## src/rtl/tmr_pkg.sv

```systemverilog
package tmr_pkg;
  localparam int ADDR_W = 8;
  localparam int DATA_W = 32;

  localparam logic [ADDR_W-1:0] OFS_TICKBUF = 8'h00;
  localparam logic [ADDR_W-1:0] OFS_CNTBUF  = 8'h08;
  localparam logic [ADDR_W-1:0] OFS_CTRL    = 8'h20;
  localparam logic [ADDR_W-1:0] OFS_STAT    = 8'h30;
  localparam logic [ADDR_W-1:0] OFS_ENB     = 8'h34;
  localparam logic [ADDR_W-1:0] OFS_WSTAT   = 8'h40;

  localparam int CTL_TICK_RUN = 0;
  localparam int CTL_CNT_RUN  = 1;
  localparam int CTL_INTERVAL = 2;
  localparam int CTRL_W       = 3;
  localparam int LOAD_BIT     = 31;

  // commit lanes, indexed in this order
  localparam int LANE_TICK = 0;
  localparam int LANE_CNT  = 1;
  localparam int LANE_CTRL = 2;
  localparam int NUM_LANES = 3;

  // bit of the write-status register owned by each lane
  function automatic int wstat_pos(input int lane);
    case (lane)
      LANE_TICK: return 0;
      LANE_CNT:  return 1;
      default:   return 3;
    endcase
  endfunction

  // a tick arrives when the prescaler is running and has reached zero
  function automatic logic tick_due(input logic run, input logic at_zero);
    return run && at_zero;
  endfunction

  // an expiry is a tick seen while the counter is running at zero
  function automatic logic expiry_due(input logic tick, input logic run, input logic at_zero);
    return tick && run && at_zero;
  endfunction
endpackage

```

## src/rtl/tmr_commit_lane.sv

```systemverilog
module tmr_commit_lane #(
  parameter int DW  = 32,
  parameter int LAT = 3
) (
  input  logic          clk,
  input  logic          rst_n,
  input  logic          cap_i,
  input  logic [DW-1:0] cap_data_i,
  output logic          commit_o,
  output logic [DW-1:0] commit_data_o
);
  logic [LAT-1:0] vld_q;
  logic [DW-1:0]  dat_q [LAT];

  always_ff @(posedge clk or negedge rst_n) begin
    if (!rst_n) begin
      vld_q <= '0;
      for (int i = 0; i < LAT; i++) dat_q[i] <= '0;
    end else begin
      vld_q[0] <= cap_i;
      dat_q[0] <= cap_data_i;
      for (int i = 1; i < LAT; i++) begin
        vld_q[i] <= vld_q[i-1];
        dat_q[i] <= dat_q[i-1];
      end
    end
  end

  assign commit_o      = vld_q[LAT-1];
  assign commit_data_o = dat_q[LAT-1];
endmodule

```

## src/rtl/tmr_prescaler.sv

```systemverilog
module tmr_prescaler
  import tmr_pkg::*;
#(
  parameter int PW = 32
) (
  input  logic          clk,
  input  logic          rst_n,
  input  logic          run_i,
  input  logic          load_i,
  input  logic [PW-1:0] load_val_i,
  input  logic [PW-1:0] reload_i,
  output logic          tick_o
);
  logic [PW-1:0] cnt_q;

  assign tick_o = tick_due(run_i, cnt_q == '0);

  always_ff @(posedge clk or negedge rst_n) begin
    if (!rst_n)      cnt_q <= '0;
    else if (load_i) cnt_q <= load_val_i;
    else if (run_i)  cnt_q <= tick_o ? reload_i : cnt_q - PW'(1);
  end
endmodule

```

## src/rtl/tmr_intcnt.sv

```systemverilog
module tmr_intcnt
  import tmr_pkg::*;
#(
  parameter int CW = 31
) (
  input  logic          clk,
  input  logic          rst_n,
  input  logic          tick_i,
  input  logic          run_i,
  input  logic          interval_i,
  input  logic          load_i,
  input  logic [CW-1:0] load_val_i,
  input  logic [CW-1:0] reload_i,
  output logic          expire_o
);
  logic [CW-1:0] cnt_q;
  logic          step;

  assign step     = tick_i && run_i;
  assign expire_o = expiry_due(tick_i, run_i, cnt_q == '0);

  always_ff @(posedge clk or negedge rst_n) begin
    if (!rst_n)        cnt_q <= '0;
    else if (load_i)   cnt_q <= load_val_i;
    else if (expire_o) cnt_q <= interval_i ? reload_i : '0;
    else if (step)     cnt_q <= cnt_q - CW'(1);
  end
endmodule

```

## src/rtl/tick_timer.sv

```systemverilog
module tick_timer
  import tmr_pkg::*;
#(
  parameter int PRE_W      = 32,
  parameter int CNT_W      = 31,
  parameter int COMMIT_LAT = 3
) (
  input  logic              clk,
  input  logic              rst_n,
  input  logic              bus_wr,
  input  logic [ADDR_W-1:0] bus_addr,
  input  logic [DATA_W-1:0] bus_wdata,
  output logic [DATA_W-1:0] bus_rdata,
  output logic              irq_o
);
  localparam int CNT_LANE_W = CNT_W + 1;

  // write decode
  logic tb_cap, cnt_cap, ctrl_cap, stat_clr_wr, enb_wr, wstat_clr_wr;
  assign tb_cap       = bus_wr && (bus_addr == OFS_TICKBUF);
  assign cnt_cap      = bus_wr && (bus_addr == OFS_CNTBUF);
  assign ctrl_cap     = bus_wr && (bus_addr == OFS_CTRL);
  assign stat_clr_wr  = bus_wr && (bus_addr == OFS_STAT) && bus_wdata[0];
  assign enb_wr       = bus_wr && (bus_addr == OFS_ENB);
  assign wstat_clr_wr = bus_wr && (bus_addr == OFS_WSTAT);

  // delayed commit lanes
  logic                  tb_commit, cnt_commit, ctrl_commit;
  logic [PRE_W-1:0]      tb_data;
  logic [CNT_LANE_W-1:0] cnt_data;
  logic [CTRL_W-1:0]     ctrl_data;

  tmr_commit_lane #(.DW(PRE_W), .LAT(COMMIT_LAT)) u_lane_tick (
    .clk(clk), .rst_n(rst_n), .cap_i(tb_cap), .cap_data_i(bus_wdata[PRE_W-1:0]),
    .commit_o(tb_commit), .commit_data_o(tb_data));

  tmr_commit_lane #(.DW(CNT_LANE_W), .LAT(COMMIT_LAT)) u_lane_cnt (
    .clk(clk), .rst_n(rst_n), .cap_i(cnt_cap),
    .cap_data_i({bus_wdata[LOAD_BIT], bus_wdata[CNT_W-1:0]}),
    .commit_o(cnt_commit), .commit_data_o(cnt_data));

  tmr_commit_lane #(.DW(CTRL_W), .LAT(COMMIT_LAT)) u_lane_ctrl (
    .clk(clk), .rst_n(rst_n), .cap_i(ctrl_cap), .cap_data_i(bus_wdata[CTRL_W-1:0]),
    .commit_o(ctrl_commit), .commit_data_o(ctrl_data));

  logic [NUM_LANES-1:0] lane_commit;
  assign lane_commit[LANE_TICK] = tb_commit;
  assign lane_commit[LANE_CNT]  = cnt_commit;
  assign lane_commit[LANE_CTRL] = ctrl_commit;

  // architectural registers
  logic [PRE_W-1:0]     tb_q;
  logic [CNT_W-1:0]     icb_q;
  logic [CTRL_W-1:0]    ctrl_q;
  logic                 st_q, en_q;
  logic [NUM_LANES-1:0] ws_q;

  // named events between the stages
  logic tick_ev, expire_ev, cnt_load;
  assign cnt_load = cnt_commit && cnt_data[CNT_W];

  tmr_prescaler #(.PW(PRE_W)) u_pre (
    .clk(clk), .rst_n(rst_n), .run_i(ctrl_q[CTL_TICK_RUN]),
    .load_i(tb_commit), .load_val_i(tb_data), .reload_i(tb_q), .tick_o(tick_ev));

  tmr_intcnt #(.CW(CNT_W)) u_cnt (
    .clk(clk), .rst_n(rst_n), .tick_i(tick_ev), .run_i(ctrl_q[CTL_CNT_RUN]),
    .interval_i(ctrl_q[CTL_INTERVAL]), .load_i(cnt_load),
    .load_val_i(cnt_data[CNT_W-1:0]), .reload_i(icb_q), .expire_o(expire_ev));

  always_ff @(posedge clk or negedge rst_n) begin
    if (!rst_n) begin
      tb_q   <= '0;
      icb_q  <= '0;
      ctrl_q <= '0;
      st_q   <= 1'b0;
      en_q   <= 1'b0;
      ws_q   <= '0;
    end else begin
      if (tb_commit)  tb_q  <= tb_data;
      if (cnt_commit) icb_q <= cnt_data[CNT_W-1:0];
      if (ctrl_commit)
        ctrl_q <= ctrl_data;
      else if (expire_ev && !ctrl_q[CTL_INTERVAL])
        ctrl_q[CTL_CNT_RUN] <= 1'b0;
      if (expire_ev)        st_q <= 1'b1;
      else if (stat_clr_wr) st_q <= 1'b0;
      if (enb_wr) en_q <= bus_wdata[0];
      for (int i = 0; i < NUM_LANES; i++) begin
        if (lane_commit[i])
          ws_q[i] <= 1'b1;
        else if (wstat_clr_wr && bus_wdata[wstat_pos(i)])
          ws_q[i] <= 1'b0;
      end
    end
  end

  assign irq_o = st_q && en_q;

  always_comb begin
    bus_rdata = '0;
    case (bus_addr)
      OFS_TICKBUF: bus_rdata[PRE_W-1:0]  = tb_q;
      OFS_CNTBUF:  bus_rdata[CNT_W-1:0]  = icb_q;
      OFS_CTRL:    bus_rdata[CTRL_W-1:0] = ctrl_q;
      OFS_STAT:    bus_rdata[0]          = st_q;
      OFS_ENB:     bus_rdata[0]          = en_q;
      OFS_WSTAT: begin
        for (int i = 0; i < NUM_LANES; i++) bus_rdata[wstat_pos(i)] = ws_q[i];
      end
      default: bus_rdata = '0;
    endcase
  end
endmodule

```

## config.mk

```make
export PLATFORM = sky130hd
export DESIGN_NAME = tick_timer
export DESIGN_NICKNAME = d
export VERILOG_FILES = /design/src/rtl/tmr_pkg.sv /design/src/rtl/tmr_commit_lane.sv /design/src/rtl/tmr_prescaler.sv /design/src/rtl/tmr_intcnt.sv /design/src/rtl/tick_timer.sv
export SDC_FILE = /design/constraint.sdc
export NUM_CORES = 1
export LEC_CHECK = 0
export BUFFER_PORTS_ARGS = -buffer_cell sky130_fd_sc_hd__buf_4
export CORE_MARGIN = 10
export CORE_UTILIZATION = 42
export CTS_CLUSTER_DIAMETER = 50
export DETAILED_ROUTE_END_ITERATION = 8
export GPL_ROUTABILITY_DRIVEN = 1
export PLACE_DENSITY_LB_ADDON = 0.15
export SLEW_MARGIN = 20
export SYNTH_ARGS = -nofsm -noshare
export SYNTH_HDL_FRONTEND = slang
export SYNTH_SLANG_ARGS = --single-unit
```

## constraint.sdc

```tcl
create_clock -name clk -period 2.8 [get_ports clk]
set_input_delay 0.14 -clock clk [delete_from_list [all_inputs] [get_ports clk]]
set_output_delay 0.14 -clock clk [all_outputs]
set_load 0.01 [all_outputs]
```

Yosys cells after proc, flatten, opt, wreduce, memory -nomap -nowiden
Index checks and enable logic that the tools add are counted.

Flip-flop bits (word level): 248. Bits of input ports: 43.

Multiplexer cells: 44. Add/sub/neg operators: 2. Bitwise gates (word level): 1. Eq/ne operators: 5. $lt $le $gt $ge: 9. Reduce and logical (&&, ||, !) cells: 30.

Operators by type and width (number): 32-bit 2-to-1 mux (9); 32-bit by 7-bit < comparator with 1-bit output (second input constant) (6); 31-bit 2-to-1 mux (4); 32-bit by 1-bit greater-or-equal comparator with 1-bit output (second input constant) (3); 28-bit one-hot mux with 3 select lines (1); 32-bit bitwise mux (2); 32-bit AND (1); 32-bit logical NOT (1); 32-bit by 1-bit subtractor with 32-bit output (second input constant) (1); 31-bit logical NOT (1); 31-bit by 1-bit subtractor with 31-bit output (second input constant) (1); 8-bit by 6-bit == test with 1-bit output (second input constant) (3); 1-bit logical AND (19); 1-bit 2-to-1 mux (19); 1-bit binary-select mux with 5-bit select (3); 1-bit demux with 5-bit select (3); 2-bit nonzero test (6); 8-bit by 4-bit == test with 1-bit output (second input constant) (1); 8-bit by 7-bit == test with 1-bit output (second input constant) (1); 8-bit logical NOT (1); 2-bit one-hot mux with 4 select lines (1); 1-bit one-hot mux with 6 select lines (1); 3-bit nonzero test (1); 1-bit one-hot mux with 2 select lines (1); 1-bit logical NOT (1).

Depth between registers and ports, before layout
Gate-level depths: netlist (run 1).

Depth in word-level cells: 10. Gate-level depth with buffers: 11. Mapped depth without buffers: 8.

Hierarchy
Synthesis (run 1) repeated with hierarchy kept, for this count alone.

Cells, all modules: 1142. Area, all modules: 13880.8 um^2.

Modules (own cells, without submodules): tmr_commit_lane at u_lane_cnt ... (cells each 131, seq. area each 2477.4 um^2, area each 2717.6 um^2, instances 2); tick_timer (cells each 233, seq. area each 1776.7 um^2, area each 3170.5 um^2, instances 1); tmr_intcnt (cells each 333, seq. area each 775.7 um^2, area each 2478.6 um^2, instances 1); tmr_prescaler (cells each 299, seq. area each 800.8 um^2, area each 2473.6 um^2, instances 1); tmr_commit_lane at u_lane_ctrl (cells each 15, seq. area each 300.3 um^2, area each 322.8 um^2, instances 1).

Worst setup path before layout (run 1)
No wires, ideal clock.

Path type: register -> register. Start point: register u_cnt.cnt_q[21]. End point: register u_cnt.cnt_q[11]. Arrival: 2.502 ns. Path slack: 0.221 ns. Required time: 2.723 ns. Clock period less this slack: 2.579 ns. Stages on the path, launching flop included: 8. Path through: dfrtp_1 -> or4_4 -> or3_4 -> nor4_4 -> and2_4 -> buf_6 -> mux2_2 -> a21oi_1.

Cells in the longest elaborated chain, start to end: 4. Elaborated cells between the ends (all ways): 5.

Ends and longest elaborated chain: from (decl) (line tmr_intcnt.sv:16) `logic [CW-1:0] cnt_q;`; from (signal assigned) (line tmr_intcnt.sv:24) `else if (load_i) cnt_q <= load_val_i;`; from (signal assigned) (line tmr_intcnt.sv:25) `else if (expire_o) cnt_q <= interval_i ? reload_i : '0;`; from (signal assigned) (line tmr_intcnt.sv:26) `else if (step) cnt_q <= cnt_q - CW'(1);`; 31-bit logical NOT * (line tmr_intcnt.sv:20) `assign expire_o = expiry_due(tick_i, run_i, cnt_q == '0);`; 1-bit logical AND * (line tmr_pkg.sv:40) `return tick && run && at_zero;`; 31-bit 2-to-1 mux (line tmr_intcnt.sv:25); 31-bit 2-to-1 mux (line tmr_intcnt.sv:24).

Every way passes the cells marked *; elsewhere a longest branch is shown, timed or not. A chain may end at the register's enable or synchronous reset.

Worst setup path in the final report (run 1)
Start point: register u_pre.cnt_q[3]. End point: register u_cnt.cnt_q[5].

Cells in the longest elaborated chain, start to end: 6. Elaborated cells between the ends (all ways): 7.

Ends and longest elaborated chain: from (decl) (line tmr_prescaler.sv:14) `logic [PW-1:0] cnt_q;`; from (signal assigned) (line tmr_prescaler.sv:20) `else if (load_i) cnt_q <= load_val_i;`; from (signal assigned) (line tmr_prescaler.sv:21) `else if (run_i) cnt_q <= tick_o ? reload_i : cnt_q - PW'(1);`; 32-bit logical NOT * (line tmr_prescaler.sv:16) `assign tick_o = tick_due(run_i, cnt_q == '0);`; 1-bit logical AND * (line tmr_pkg.sv:35) `return run && at_zero;`; 1-bit logical AND * (line tmr_pkg.sv:40, tmr_intcnt.sv:19); 1-bit logical AND (line tmr_pkg.sv:40); 31-bit 2-to-1 mux (line tmr_intcnt.sv:25); 31-bit 2-to-1 mux (line tmr_intcnt.sv:24).

Marks and branches as above.

==> run_results.csv, run 1 <==
group,metric,value,unit
status,status,"completed",
placed_design,place_ws,0.112,ns
floorplanning,coreArea,24200,µm²
floorplanning,pin_count,76,
timing,timing.final.crit_share,96.2,%
cells_and_area,layout_common_cells,"238 x dfrtp_1, 127 x buf_4, 70 x nand2_1",
cells_and_area,mostFrequentLayoutCell,"dfrtp_1",
synth,async_reset_ff_share,100,%
clocking,htreeDepth,1,
timing,fin_tns_setup,0,ns
timing,rsz0062_at_grt,"no",
clocking,ctsResizeCount,0,
cells_and_area,drive_gt1_share,23.6,%
synth,ys.warnings.count,0,
placed_design,portBuffers,75,
clocking,cts_tree,"built",
clocking,cts.clk_slew.worst_paths,0.06,ns
synth,synthFlopType,"dfrtp_1",
setup_path,critPathMaxFanout,13,
routing,drtAntennaViolNets,0,
cells_and_area,finalNetCount,1100,
timing,fmax,371,MHz
floorplanning,die_x,176,µm
timing,min_period,2.69,ns
clocking,clock_path_buffers,3,
timing,finalHoldViolations,0,
timing,hold_ws,0.139,ns
global_route,grt_usage,18.4,%
pwr,p_clk_share,38.4,%
pwr,ir_worst_vdd,0.462,mV
synth,synth_nets,945,
job,drv_cap,0,
setup_path,cp.arrival,3.17,ns
timing,relSlewSlack,39.0,%
cells_and_area,num-fill-cells,2076,
global_route,antenna_found_initial,0,
pwr,power_frac_seq,41.9,%
cells_and_area,multi_input_area,3960,µm²
synth,synth_area_leaders,"dfrtp_1 58%, mux2_2 6.4%, o21ai_0 3.2%",
pwr,leakage,6.06,nW
synth,synth-seq-cells,239,
cells_and_area,area_growth,25.9,%
setup_path,end_kind,"flop",
global_route,grt_max_degree,89,
placed_design,dp_hpwl,19.8,mm
clocking,cts-root-buf,"clkbuf_16",
pwr,p_int,0.00700,W
synth,yosys.area.top_type,"dfrtp_1",
setup_path,crit_required,3.28,ns
cells_and_area,final-seq-area,5980,µm²
cells_and_area,antenna_cells,0,
pwr,p_sw,0.00300,W
timing,slew_viol_final,0,
synth,synth_edf_count,0,
timing,finClkSkew,0.00941,ns
synth,synth_top_area_share,58.4,%
clocking,cts_inserted_buffers,30,
pwr,sw_frac_of_total,30.0,%
placed_design,placed_cells,1302,
floorplanning,die-area,31000,µm²
pwr,comb_power_share,19.8,%
synth,post_synth_num_cell_types,59,
floorplanning,start_util,42.4,%
routing,drc,0,
routing,routed_wl,28.8,mm
placed_design,gp_congestion,0.925,
global_route,overflow,0,
routing,firstDrtPassIters,5,
global_route,grt_pass1_vias,7820,
timing,tightestPinTransition,0.915,ns
synth,ys_seq_area_share,58.4,%
synth,syn_area_per_cell,11.4,µm²
routing,via_count,7842,
cells_and_area,final-instance-count-excl-fill,1403,
routing,viasPerCell,5.59,
global_route,grt_pass1_wl,45.7,mm
timing,setup_violations,0,
routing,wl_per_cell,20.5,µm
pwr,p_per_area,776,nW/µm²
timing,setup_ws,0.105,ns
synth,synth_area,10200,µm²
pwr,finalPower,0.0100,W
clocking,cts_sinks,239,
clocking,clkLatencyLatePin,0.56,ns
setup_path,criticalPathCategory,"reg2reg",
synth,syn_inst,900,
setup_path,worst_setup_path_start_kind,"flop",
min_path,worstHoldPathType,"in2async",
routing,first_iter_violations,895,
floorplanning,die_h,176,µm
floorplanning,rows,57,
[power groups by stage]
stage / Sequential [W] / Clock [W] / Combinational [W]
after floorplan: 0.00411 / 0 / 0.00127
after global placement: 0.00423 / 0 / 0.00190
after detailed placement: 0.00423 / 0 / 0.00192
after CTS: 0.00418 / 0.00392 / 0.00197
after global routing: 0.00423 / 0.00408 / 0.00222
final: 0.00419 / 0.00384 / 0.00198
[worst paths after layout]
check                                               start                                     end  slack (ns)  depth (start not counted)
max                            u_pre.cnt_q[3]$_DFFE_PN0P_              u_cnt.cnt_q[5]$_DFFE_PN0P_        0.11                          7
min                                                 rst_n          u_lane_cnt.dat_q[69]$_DFF_PN0_        0.14                          2
max reg2reg                    u_pre.cnt_q[3]$_DFFE_PN0P_              u_cnt.cnt_q[5]$_DFFE_PN0P_        0.11                          7
min reg2reg                u_lane_cnt.dat_q[58]$_DFF_PN0_  u_lane_cnt.commit_data_o[26]$_DFF_PN0_        0.34                          0
max in group asynchronous                           rst_n             u_cnt.cnt_q[23]$_DFFE_PN0P_        1.82                          3
min in group clk                              bus_addr[1]                        st_q$_DFFE_PN0P_        0.14                          5
[flip-flops by register name (all words and copies together), names as in the netlist, 4 cells and up]
signal and flops:
icb_q 31, tb_q 32, u_lane_cnt.dat_q 60, u_cnt.cnt_q 31, u_lane_cnt.commit_data_o 30, u_lane_ctrl.dat_q 4
u_pre.cnt_q 32
[metrics by stage]
stage               cell area, µm²  utilization, %
CTS                          12900            53.2
global placement             11400            47.3
finish                       12900            53.3
floorplan                    10200               -
detailed placement           11400            47.3
global route                 12900            53.3
[critical path, cell delays in order (launching register included)]
cell     delay, ns
dfrtp_1       0.41
or4_1         0.67
nor4_4        0.27
and4_1        0.36
and2_4        0.31
buf_4         0.16
mux2_2        0.32
o21ai_1       0.12
[layer usage]
| metal | routed length (µm) | vias up | GRT usage [%] | share of wire [%] |
|---|---|---|---|---|
| met5 | 0 | - | 0 | 0 |
| met4 | 640 | 0 | 4.77 | 2.2 |
| met3 | 2280 | 51 | 4.38 | 7.9 |
| met2 | 12800 | 278 | 27.4 | 45 |
| met1 | 13000 | 3918 | 26.2 | 45 |
| li1 | - | 3595 | - | - |
[cell families after synthesis]
family,share of synthesized area [%]
xor+xnor,3.93
simple gates,13.7
fa+ha+maj,0.244
buf+inv,2.90
flops,58.4
mux,6.77
compound gates,14.0
[cells in the mapped netlist, types with 3 or more instances]
master and number:
dfrtp_1 239, a21oi_1 45, or2_2 3, and2_1 7, inv_1 24, a211oi_1 7
nand2_1 70, clkbuf_1 42, and3_1 23, nor2_1 30, or4_1 5, nand4_1 5
nand3_1 24, o21ai_0 65, a22o_1 28, o221ai_1 9, buf_2 3, a31oi_1 11
or3_1 19, nor4_4 3, nor4_1 19, and4b_1 4, a22oi_1 20, o211ai_1 3
o21ai_1 7, nand3b_1 3, mux2_2 58, nand4b_1 4, nor3_1 22, a221o_1 4
xor2_1 28, xnor2_1 18, mux2i_1 4, o31ai_1 12
[repair_timing]
| action | in CTS | in global routing |
|---|---|---|
| hold buffers | 41 | 0 |
| endpoints found under the setup margin | 0 | 1 |
| endpoints found under the hold margin | 105 | 0 |
| buffers inserted | 0 | 4 |
[cell type report]
cell class	instances	area share [%]
Sequential cell	239	46.4
Timing Repair Buffer	172	11.2
Tap cell	324	3.14
Inverter	24	0.699
Clock inverter	19	1.58
Clock buffer	37	6.26
Multi-Input combinational cell	588	30.7
(Power assumes the default switching activity.)
==> run 2, diff against run 1 <==
- CELL_PAD_IN_SITES_DETAIL_PLACEMENT: default -> 0
- CELL_PAD_IN_SITES_GLOBAL_PLACEMENT: default -> 2
- CORE_UTILIZATION: 42 -> 38
- CTS_BUF_LIST: default -> sky130_fd_sc_hd__clkbuf_8
==> run_results.csv, run 2 (synthesized netlist as in run 1, its figures left out) <==
group,metric,value,unit
status,status,"completed",
clocking,clock_path_buffers,3,
setup_path,cp_num_buf_inv,0,
floorplanning,start_util,38.3,%
cells_and_area,largest_register_ffs,60,
setup_path,path_delay_family,"simple AND/OR/NAND/NOR gates",
global_route,grt_pass1_wl,48.3,mm
pwr,leakage,6.08,nW
setup_path,end_kind,"flop",
setup_path,critPathMaxFanout,18,
floorplanning,die_h,184,µm
setup_path,criticalPathCategory,"reg2reg",
setup_path,cp_slowest_cell,"or4_4",
clocking,cts-root-buf,"clkbuf_8",
floorplanning,coreArea,26700,µm²
cells_and_area,final-instance-count-excl-fill,1438,
setup_path,crit_required,3.27,ns
setup_path,worst_setup_path_start_kind,"flop",
floorplanning,rows,60,
cells_and_area,reg.largest.list,"u_lane_cnt.dat_q: 60 flops, tb_q: 32 flops, u_pre.cnt_q: 32 flops",
cells_and_area,area_growth,25.3,%
clocking,htreeDepth,2,
timing,setup_violations,0,
timing,timing.final.crit_share,96.1,%
timing,min_period,2.69,ns
pwr,ir_worst_vdd,0.476,mV
global_route,grt_max_degree,84,
routing,drtAntennaViolNets,0,
placed_design,placed_cells,1324,
timing,fmax,372,MHz
routing,wl_per_cell,21.3,µm
clocking,cts_inserted_buffers,43,
global_route,grt_usage,18.4,%
setup_path,r2r_slack,0.11,ns
timing,fin_tns_setup,0,ns
setup_path,worstPathCellList,"or4_4, or3_4, nor4_4, and2_4, mux2_2, o21ai_0",
floorplanning,die_x,184,µm
global_route,grt_pass1_vias,7960,
clocking,cts_sinks,239,
min_path,worstHoldPathType,"in2reg",
setup_path,cp.arrival,3.17,ns
routing,first_iter_violations,641,
cells_and_area,drive_gt1_share,24.6,%
clocking,cts.clk_slew.worst_paths,0.06,ns
placed_design,place_ws,0.122,ns
timing,finalHoldViolations,0,
job,drv_cap,0,
timing,rsz0062_at_grt,"no",
cells_and_area,antenna_cells,0,
floorplanning,pin_count,76,
cells_and_area,mostFrequentLayoutCell,"dfrtp_1",
setup_path,critical_path.max_stage_delay,0.56,ns
routing,routed_wl,30.6,mm
placed_design,portBuffers,75,
cells_and_area,finalNetCount,1112,
cells_and_area,regMostFlops,"u_lane_cnt.dat_q",
clocking,clkLatencyLatePin,0.57,ns
pwr,p_per_area,756,nW/µm²
cells_and_area,layout_common_cells,"238 x dfrtp_1, 128 x buf_4, 70 x nand2_1",
timing,finClkSkew,0.0206,ns
timing,tightestPinTransition,1.00,ns
timing,setup_ws,0.109,ns
placed_design,dp_hpwl,21.3,mm
floorplanning,die-area,33900,µm²
timing,slew_viol_final,0,
clocking,cts_tree,"built",
global_route,overflow,0,
routing,drc,0,
routing,viasPerCell,5.39,
placed_design,gp_congestion,0.857,
timing,relSlewSlack,33.1,%
pwr,finalPower,0.00970,W
routing,firstDrtPassIters,4,
routing,via_count,7749,
global_route,antenna_found_initial,0,
-- run 2: cell count changes in the layout (fill, tap and decap cells not counted), sizes merged --
cell,change
buf,+2
bufinv,+1
clkbuf,+18
clkinv,-6
dlygate4sd3,-3
inv,+6
-- run 2: what timing repair did --
| item | in CTS | in global routing |
|---|---|---|
| setup buffers | 0 | 1 |
| endpoints found under the setup margin | 0 | 3 |
| endpoints found under the hold margin | 117 | 0 |
| gates resized for setup | 0 | 2 |
| hold buffers | 38 | 0 |
-- run 2: worst reg2reg max path, delay by kind of cell, from the launching register on --
kind	cells	cell delay, ns
flip-flops	1	0.40
AND/OR/NAND/NOR	4	1.70
multiplexers	1	0.38
AO/OA/AOI/OAI	1	0.15
-- run 2: final timing paths --
kind / to / cells after the start / from
min in group asynchronous: u_lane_ctrl.commit_data_o[1]$_DFF_PN0_ / 2 / rst_n
hold reg to reg: u_lane_cnt.dat_q[41]$_DFF_PN0_ / 0 / u_lane_cnt.dat_q[73]$_DFF_PN0_
setup reg to reg: u_cnt.cnt_q[23]$_DFFE_PN0P_ / 6 / u_cnt.cnt_q[21]$_DFFE_PN0P_
hold / removal: u_lane_tick.vld_q[0]$_DFF_PN0_ / 4 / bus_addr[3]
setup / recovery: u_cnt.cnt_q[23]$_DFFE_PN0P_ / 6 / u_cnt.cnt_q[21]$_DFFE_PN0P_
max in group asynchronous: u_cnt.cnt_q[4]$_DFFE_PN0P_ / 3 / rst_n
-- run 2: area by class of cell --
cell class	count	area, µm²
Inverter	24	90.1
Timing Repair Buffer	171	1430
Sequential cell	239	5980
Tap cell	341	427
Clock buffer	55	757
Multi-Input combinational cell	588	3970
Clock inverter	20	179
Fill cell	2467	13900
-- run 2: report_power, final --
group          leakage [nW]  total (W)  internal [W]  switching, W
Combinational          2.49    0.00200      0.000943       0.00106
Clock                 0.520    0.00352       0.00204       0.00148
Sequential             3.07    0.00418       0.00378      0.000397
-- run 2: metal layers --
metal,track usage (%),share of wire [%],vias to the layer above
met2,26.9,44,239
li1,-,-,3621
met5,0,0,-
met1,27.0,49,3830
met4,6.10,2.5,0
met3,2.97,5.2,59
-- run 2: metrics by stage --
| step | util, % | instance area (µm²) | hold WS, ns |
|---|---|---|---|
| floorplan | - | 10200 | -0.156 |
| global placement | 43.0 | 11500 | 0.186 |
| detailed placement | 43.0 | 11500 | 0.191 |
| CTS | 47.9 | 12800 | 0.0665 |
| global route | 48.0 | 12800 | 0.0881 |
| finish | 48.0 | 12800 | 0.100 |
